$ cat config.mk
export PLATFORM = sky130hd
export DESIGN_NAME = banked_regfile
export DESIGN_NICKNAME = d
export VERILOG_FILES = /design/src/rtl/brf_pkg.sv /design/src/rtl/brf_decode.sv /design/src/rtl/brf_store.sv /design/src/rtl/banked_regfile.sv
export SDC_FILE = /design/constraint.sdc
export NUM_CORES = 2
export LEC_CHECK = 0
export BUFFER_PORTS_ARGS = -buffer_cell sky130_fd_sc_hd__buf_2
export CAP_MARGIN = 20
export CELL_PAD_IN_SITES_DETAIL_PLACEMENT = 0
export CELL_PAD_IN_SITES_GLOBAL_PLACEMENT = 1
export CORE_UTILIZATION = 50
export CTS_CLUSTER_SIZE = 8
export DETAILED_ROUTE_END_ITERATION = 16
export HOLD_SLACK_MARGIN = 0.02
export PLACE_DENSITY_LB_ADDON = 0.05
export SLEW_MARGIN = 20
export SYNTH_ARGS = -nofsm -noshare
export SYNTH_HDL_FRONTEND = slang
export SYNTH_SLANG_ARGS = --single-unit
$ cat constraint.sdc
create_clock -name clk -period 6.1 [get_ports clk]
set_clock_uncertainty 0.1 [all_clocks]
set_input_delay 0.305 -clock clk [delete_from_list [all_inputs] [get_ports clk]]
set_output_delay 0.305 -clock clk [all_outputs]
set_load 0.005 [all_outputs]
$ cat src/rtl/brf_pkg.sv
package brf_pkg;
  localparam int DW       = 8;
  localparam int DIR_W    = 5;
  localparam int WIN      = 16;
  localparam int SFR_N    = 8;
  localparam int GLB_GP   = WIN - SFR_N;
  localparam int FSR_SLOT = 4;

  typedef enum logic [1:0] {K_NULL, K_FSR, K_SFR, K_GP} kind_t;

  typedef struct packed {
    kind_t      kind;
    logic [2:0] slot;
    logic [7:0] idx;
  } acc_t;

  // Effective address: full FSR when indirect, else bank bits over operand.
  function automatic logic [7:0] eff_addr(logic [4:0] a, logic ind, logic [7:0] fsr);
    if (ind || a == 5'd0) return fsr;
    return {fsr[7:5], a};
  endfunction

  // Physical general-purpose index: fixed bytes first, then banks of WIN.
  function automatic logic [7:0] gp_index(logic [2:0] bank, logic [4:0] low);
    if (!low[4]) return {4'd0, low[3:0]} - 8'(SFR_N);
    return 8'(GLB_GP) + {1'b0, bank, 4'b0000} + {4'd0, low[3:0]};
  endfunction
endpackage

$ cat src/rtl/brf_decode.sv
module brf_decode
  import brf_pkg::*;
#(
  parameter int BANK_W = 3
) (
  input  logic [4:0] addr,
  input  logic       ind,
  input  logic [7:0] fsr,
  output logic [7:0] ea,
  output acc_t       acc
);
  localparam logic [2:0] BANK_MASK = 3'((1 << BANK_W) - 1);

  logic [2:0] bank_m;

  assign ea     = eff_addr(addr, ind, fsr);
  assign bank_m = ea[7:5] & BANK_MASK;

  always_comb begin
    acc = '0;
    if (ea[4:0] == 5'd0) begin
      acc.kind = K_NULL;
    end else if (!ea[4] && int'(ea[3:0]) < SFR_N) begin
      acc.slot = ea[2:0];
      acc.kind = (int'(ea[2:0]) == FSR_SLOT) ? K_FSR : K_SFR;
    end else begin
      acc.kind = K_GP;
      acc.idx  = gp_index(bank_m, ea[4:0]);
    end
  end

  // a fixed-half address never lands in a bank region
  always_comb begin
    if (acc.kind == K_GP && !ea[4])
      a_r2_fixed_unbanked: assert (int'(acc.idx) < GLB_GP);
  end
endmodule

$ cat src/rtl/brf_store.sv
module brf_store
  import brf_pkg::*;
#(
  parameter int DEPTH = 136
) (
  input  logic          clk,
  input  logic          rst_n,
  input  logic          we,
  input  logic [7:0]    widx,
  input  logic [DW-1:0] wdata,
  input  logic [7:0]    ridx,
  output logic [DW-1:0] rdata
);
  logic [DW-1:0] mem [DEPTH];

  always_ff @(posedge clk or negedge rst_n) begin
    if (!rst_n) begin
      for (int i = 0; i < DEPTH; i++) mem[i] <= '0;
    end else if (we) begin
      mem[widx] <= wdata;
    end
  end

  assign rdata = (int'(ridx) < DEPTH) ? mem[ridx] : '0;

  a_r3_index_range: assert property (@(posedge clk) disable iff (!rst_n)
    we |-> int'(widx) < DEPTH);

  a_r8_write_lands: assert property (@(posedge clk) disable iff (!rst_n)
    we |=> mem[$past(widx)] == $past(wdata));
endmodule

$ cat src/rtl/banked_regfile.sv
module banked_regfile
  import brf_pkg::*;
#(
  parameter int BANK_W = 3
) (
  input  logic       clk,
  input  logic       rst_n,
  input  logic [4:0] rd_addr,
  input  logic       rd_ind,
  output logic [7:0] rd_data,
  input  logic       wr_en,
  input  logic [4:0] wr_addr,
  input  logic       wr_ind,
  input  logic [7:0] wr_data,
  output logic [7:0] fsr_o,
  output logic       sfr_rd_hit,
  output logic [2:0] sfr_rd_slot,
  input  logic [7:0] sfr_rd_data,
  output logic       sfr_wr_en,
  output logic [2:0] sfr_wr_slot,
  output logic [7:0] sfr_wr_data
);
  localparam int NBANK    = 1 << BANK_W;
  localparam int GP_DEPTH = GLB_GP + NBANK * WIN;

  logic [7:0] fsr_q, rd_ea, wr_ea, gp_rdata;
  acc_t       rd_acc, wr_acc;
  logic       gp_we, fsr_we, null_wr_drop;

  brf_decode #(.BANK_W(BANK_W)) u_dec_rd (
    .addr(rd_addr), .ind(rd_ind), .fsr(fsr_q), .ea(rd_ea), .acc(rd_acc));

  brf_decode #(.BANK_W(BANK_W)) u_dec_wr (
    .addr(wr_addr), .ind(wr_ind), .fsr(fsr_q), .ea(wr_ea), .acc(wr_acc));

  assign gp_we        = wr_en && wr_acc.kind == K_GP;
  assign fsr_we       = wr_en && wr_acc.kind == K_FSR;
  assign null_wr_drop = wr_en && wr_acc.kind == K_NULL;

  brf_store #(.DEPTH(GP_DEPTH)) u_store (
    .clk(clk), .rst_n(rst_n), .we(gp_we), .widx(wr_acc.idx), .wdata(wr_data),
    .ridx(rd_acc.idx), .rdata(gp_rdata));

  always_ff @(posedge clk or negedge rst_n) begin
    if (!rst_n)      fsr_q <= '0;
    else if (fsr_we) fsr_q <= wr_data;
  end

  assign fsr_o       = fsr_q;
  assign sfr_rd_hit  = rd_acc.kind == K_SFR;
  assign sfr_rd_slot = rd_acc.slot;
  assign sfr_wr_en   = wr_en && wr_acc.kind == K_SFR;
  assign sfr_wr_slot = wr_acc.slot;
  assign sfr_wr_data = wr_data;

  always_comb begin
    unique case (rd_acc.kind)
      K_NULL:  rd_data = '0;
      K_FSR:   rd_data = fsr_q;
      K_SFR:   rd_data = sfr_rd_data;
      default: rd_data = gp_rdata;
    endcase
  end

  a_r4_fsr_load: assert property (@(posedge clk) disable iff (!rst_n)
    fsr_we |=> fsr_o == $past(wr_data));

  a_r8_fsr_hold: assert property (@(posedge clk) disable iff (!rst_n)
    !fsr_we |=> $stable(fsr_o));

  a_r6_null_quiet: assert property (@(posedge clk) disable iff (!rst_n)
    null_wr_drop |-> !gp_we && !fsr_we && !sfr_wr_en);

  a_r7_hook_slot: assert property (@(posedge clk) disable iff (!rst_n)
    sfr_rd_hit |-> sfr_rd_slot != 3'(FSR_SLOT) && sfr_rd_slot != 3'd0);
endmodule

# == After elaboration in Yosys (flattened, before gate mapping) ==
# Cells that the tools add are included.
# classes
n_addsub,6
n_lt_le_gt_ge,6
n_eq_ne,7
muxes,36
bitwise_logic,2
reduce_logical,15
# op_table
operator,count
bitwise mux 1088 bit,1
2-to-1 mux 8 bit,14
binary-select mux 8 bit (select 8 bit),1
demux 8 bit (select 8 bit),1
case mux 8 bit (3 select lines),1
2-to-1 mux 11 bit,2
logical NOT 5 bit,4
">= comparator 9 bit, second input constant",2
inverter 8 -> 9 bit,2
"adder 4 x 7 -> 8 bit, first input constant",2
adder 8 x 4 -> 8 bit,2
2-to-1 mux 2 bit,6
"subtractor 4 x 4 -> 5 bit, second input constant",2
"< comparator 9 x 1 -> 1 bit, second input constant",1
"< comparator 4 bit, second input constant",2
"< comparator 8 bit, second input constant",1
2-to-1 mux 1 bit,8
"== test 2 bit, second input constant",3
"== test 3 bit, second input constant",2
logical AND 1 bit,6
2-to-1 mux 3 bit,2
"== test 2 x 1 -> 1 bit, second input constant",2
logical NOT 1 bit,2
logical NOT 2 bit,1
logical OR 1 bit,2
# word_totals
reg_bits,1096
input_bits,31
out_inout_bits,32
elab_cells,209

# == Logic depth before layout (Yosys ltp) ==
# depth
depth_word,17
ltp_mapped,16
mapped_depth_nobuf,12

# == By module ==
# From an unflattened synthesis, not the netlist that was laid out.
# unflattened
cells_unflattened,3419
hier_area_um2,51348.0
# by_module_without_submodules
module,n_inst,cells_per_inst,area_per_inst_um2,seq_area_each_um2
brf_store,1,3256,50040.5,27226.1
brf_decode,2,57,362.8,0.0
banked_regfile,1,49,581.8,200.2

# == Worst setup path after synthesis ==
# Ideal clock, no wire load.
# synth_path
kind,input -> output
from,in rd_addr[0]
to,out rd_data[6]
arrival_time_ps,3033
required_time_ps,5695
path_slack_ps,2662
cell_stages,9
path_buffers,1
cell_sequence,buf_6 or4_4 o21a_4 nor2_8 mux4_1 a2111oi_0 a21oi_1 a211o_1 a221o_1
# synth_between
elab_chain_len,16
word_cells_on_any_way,32
classes_between,add/sub (3); order compare (2); eq/ne (3); mux (17); bitwise (1); reduce/logical (6)
# synth_lines
element,line_no,rtl
start: declaration,banked_regfile.sv:8,"input logic [4:0] rd_addr,"
logical NOT 5 bit,brf_pkg.sv:19,if (ind || a == 5'd0) return fsr;
logical OR 1 bit,brf_pkg.sv:19,
2-to-1 mux 1 bit,brf_pkg.sv:19,
2-to-1 mux 8 bit (*),brf_pkg.sv:20,"return {fsr[7:5], a};"
"parallel branches: the longest is 11 deep, another holds adder 4 x 7 -> 8 bit",-,
case mux 8 bit (3 select lines) (*),banked_regfile.sv:57,unique case (rd_acc.kind)
end: declaration,banked_regfile.sv:10,"output logic [7:0] rd_data,"
# Mark *: on every way between the ends. The select of a mux whose other input is x is not followed.

# == Worst setup path after layout ==
# layout_path
from,reg fsr_q[3] (netlist: fsr_o[3])
to,out rd_data[6]
# layout_between
elab_chain_len,13
word_cells_on_any_way,23
classes_between,add/sub (2); order compare (2); eq/ne (2); mux (13); bitwise (1); reduce/logical (3)
# layout_lines
element,line_no,rtl
start: declaration,banked_regfile.sv:26,"logic [7:0] fsr_q, rd_ea, wr_ea, gp_rdata;"
start signal: assignment,banked_regfile.sv:46,else if (fsr_we) fsr_q <= wr_data;
2-to-1 mux 8 bit (*),brf_pkg.sv:19,
2-to-1 mux 8 bit (*),brf_pkg.sv:20,
subtractor 4 x 4 -> 5 bit,brf_pkg.sv:25,"if (!low[4]) return {4'd0, low[3:0]} - 8'(SFR_N);"
2-to-1 mux 8 bit,brf_pkg.sv:25,
2-to-1 mux 8 bit,brf_pkg.sv:26,"return 8'(GLB_GP) + {1'b0, bank, 4'b0000} + {4'd0, low[3:0]};"
2-to-1 mux 8 bit,brf_decode.sv:23,end else if (!ea[4] && int'(ea[3:0]) < SFR_N) begin
2-to-1 mux 11 bit,brf_decode.sv:21,if (ea[4:0] == 5'd0) begin
inverter 8 -> 9 bit (implied by the code),brf_store.sv:24,assign rdata = (int'(ridx) < DEPTH) ? mem[ridx] : '0;
binary-select mux 8 bit (select 8 bit),brf_store.sv:24,
2-to-1 mux 8 bit (implied by the code) (2 in a row),brf_store.sv:24,
2-to-1 mux 8 bit,brf_store.sv:24,
case mux 8 bit (3 select lines) (*),banked_regfile.sv:57,
# Every way passes the cells marked *; elsewhere a longest branch is shown, timed or not. The select of a mux whose other input is x is not followed.

==> flow_summary.yaml <==
power_and_ir_drop:
  internal_power_w: 0.0152
  combPwrFrac_pct: 29.3
  p_per_area_nw_per_um2: 404
  switching_share_pct: 35.2
  leakagePower_nw: 27.2
  power_frac_seq_pct: 38.0
  power_switching_w: 0.00826
  vdd_drop_max_mv: 0.243
  clockPowerShare_pct: 32.8
detailed_routing:
  antenna_left: 0
  vias: 36700
  drtIter0Drc: 3545
  wl_per_cell_um: 30.5
  first_pass_iters: 7
  remaining_drc_errors: 0
  via_per_inst: 6.32
  postRouteWirelength_mm: 177
die:
  io_pins: 63
  die_x_um: 325
  rows: 118
  die_area_um2: 106000
  die_h_um: 325
  core_area_um2: 103000
  start_util_pct: 50.4
cells_and_area:
  drive_above_1_share_pct: 36.0
  fillCellCount: 8920
  nets: 4442
  design_area_um2: 58200
  area_delta_synth_final_pct: 11.7
global_routing:
  antenna_found_initial: 2
  grt_usage_pct: 33.8
  gr-total-overflow: 0
  grt_max_degree: 161
  grt_pass1_wl_mm: 262
  grt_pass1_vias: 36500
setup_path:
  crit_type: "reg -> out"
  crit_path_frequent_cell: "buf_4"
  worstReg2RegEnd: "u_store.mem[825]$_DFFE_PN0P_"
  critPathTopFamily: "compound AO/OA/AOI/OAI gates"
  ff2ff_path_depth: 8
  r2r_setup_slack_ns: 1.71
  critPathArrivalTime_ns: 5.49
  r2r_start: "fsr_o[3]$_DFFE_PN0P_"
  path_buf_inv: 3
  crit_path_end_kind: "output pin"
  critPathMaxFanout: 29
  start_kind: "flop"
  required_ns: 5.69
  path_cells: "nor2_1, o32a_2, nor2_8, buf_4, buf_4, nand2_1, nand3_1, a21o_1, a31oi_1, a2111oi_1, a221o_1, buf_2"
  cpPeakStageDelay_ns: 1.09
  crit_start: "fsr_o[3]$_DFFE_PN0P_"
  path_depth: 12
  slowest_stage: "a2111oi_1"
synthesis:
  yosysSeqAreaShare_pct: 52.6
  synth_nets: 4417
  ys_top_cells_by_area: "dfrtp_1, mux2_2, nand2_1"
  synth_top_area_share_pct: 52.6
  synth_edf_count: 0
  synth_area_um2: 52100
  async_flop_share_pct: 100
  syn_avg_cell_area_um2: 11.9
  ys_ff_latch: 1096
  yosys.area.top_type: "dfrtp_1"
  synthFlopType: "dfrtp_1"
  yosysWarnings: 0
  synth_cell_type_count: 83
  synth_cells: 4384
timing:
  setup-tns-final_ns: 0
  finalHoldViolCount: 0
  timing.slew.headroom_pct: 15.3
  worst_pin_slew_ns: 1.27
  min_period_ns: 5.89
  drv_slew: 0
  clock.fmax_mhz: 170
  hold_ws_ns: 0.0505
  fin_ws_ns: 0.207
  finalSetupViolCount: 0
  rsz0062_at_grt: "false"
  period_share_pct: 96.6
cts:
  cts-root-buf: "clkbuf_16"
  postCtsSetupBuffers: 0
  clock_path_buffers: 3
  h-tree-depth: 4
  ctsHoldBuffers: 1
  cts_buffers: 155
  clock-sinks: 1096
  path_clk_slew_ns: 0.05
  ctsResizeCount: 0
  clkLatencyLatePin_ns: 0.76
  cts_tree: "built"
placement:
  hpwl_mm: 114
  pre_cts_ws_ns: 1.11
  gp_congestion: 0.921
  place_area_um2: 54000
  io_buffer_count: 62
flow_run:
  cap_viol_max_count: 0
hold_path:
  worst_hold_path_type: "in -> async"
outcome:
  status: "finished clean"
## worst reg2reg max path, cell delays in order (launching register included)
cell,delay (ns)
dfrtp_1,0.49
nor2_1,0.38
mux2i_1,0.40
nand3b_1,0.35
o21ai_2,0.19
a21o_1,0.23
nand2_1,0.62
nor2_1,1.07
mux2_2,0.43
## registers in the layout, summed over array words and instances (netlist names)
name / flops
u_store.mem: 1088
fsr_o: 8
## cell usage in the layout, fill, tap and decap left out, drive strengths merged, types with 6 or more instances in the layout
cell type / n
a2111oi: 9
a211oi: 20
a21o: 9
a21oi: 193
a221oi: 22
a22oi: 11
a311oi: 7
a31oi: 36
a32oi: 12
and2: 9
and3: 21
buf: 192
clkbuf: 164
dfrtp: 1096
inv: 14
mux2: 1104
mux2i: 186
mux4: 10
nand2: 635
nand3: 147
nand4: 9
nor2: 178
nor3: 41
nor4: 30
o2111ai: 8
o211ai: 19
o21a: 9
o21ai: 65
o221ai: 29
o22ai: 45
o31ai: 6
or4: 9
## power groups by stage
stage                     Sequential, W  Combinational, W  Clock, W
after global routing            0.00903           0.00716   0.00811
after CTS                       0.00890           0.00677   0.00782
final                           0.00893           0.00688   0.00770
after detailed placement        0.00902           0.00674         0
after global placement          0.00899           0.00671         0
after floorplan                 0.00880           0.00398         0
## kinds of logic after synthesis
logic type / Yosys count / share of synthesized area [%]
AND/OR/NAND/NOR: 1105 / 9.50
AO/OA/AOI/OAI: 544 / 6.87
flip-flops: 1096 / 52.6
multiplexers: 1300 / 27.9
buffers and inverters: 333 / 3.02
XOR/XNOR: 4 / 0.0672
adder cells (fa/ha/maj): 2 / 0.0480
## through the flow
| stage | cells | power [W] | util (%) |
|---|---|---|---|
| after detailed placement | 5629 | 0.0158 | 52.2 |
| after floorplan | 4384 | 0.0128 | - |
| after global routing | 5804 | 0.0243 | 56.2 |
| final | 5806 | 0.0235 | 56.2 |
| after CTS | 5802 | 0.0235 | 56.2 |
| after global placement | 5629 | 0.0157 | 52.2 |
## routing by layer
metal	vias up	GRT usage, %	part of all wire [%]
li1	15700	-	-
met1	19400	49.0	45
met2	1314	50.0	44
met3	349	5.84	6.4
met4	0	14.1	4.4
met5	-	0	0
## Yosys cell counts, types with 36 or more instances
master / n
dfrtp_1: 1096
nand2_1: 635
clkbuf_1: 190
a31oi_1: 36
o21ai_0: 57
a21oi_1: 192
buf_2: 68
nor2_1: 99
o22ai_1: 45
nor2_2: 68
mux2i_1: 186
nand3_1: 147
mux2_2: 1104
nor3_1: 39
## worst max path at each step
| stage | end | slack (ns) |
|---|---|---|
| 3_5_place_dp | rd_data[6] | 1.11 |
| 5_1_grt | rd_data[6] | 0.21 |
| 6_report | rd_data[6] | 0.21 |
| 2_1_floorplan | rd_data[6] | 2.66 |
| 4_1_cts | rd_data[6] | 0.44 |
| 3_3_place_gp | rd_data[6] | 0.97 |
## final cells by class
class	instances	area, um2	area share, %
sequential	1096	27400	47.1
clock inverter	8	85.1	0.146
clock buffer	164	4030	6.92
antenna	2	5.00	0.00860
timing repair buffer	193	1630	2.80
multi-input combinational	2955	23300	40.0
inverter	8	30.0	0.0516
tap	1380	1730	2.97
Note: power is estimated with default switching activity, not from simulation.
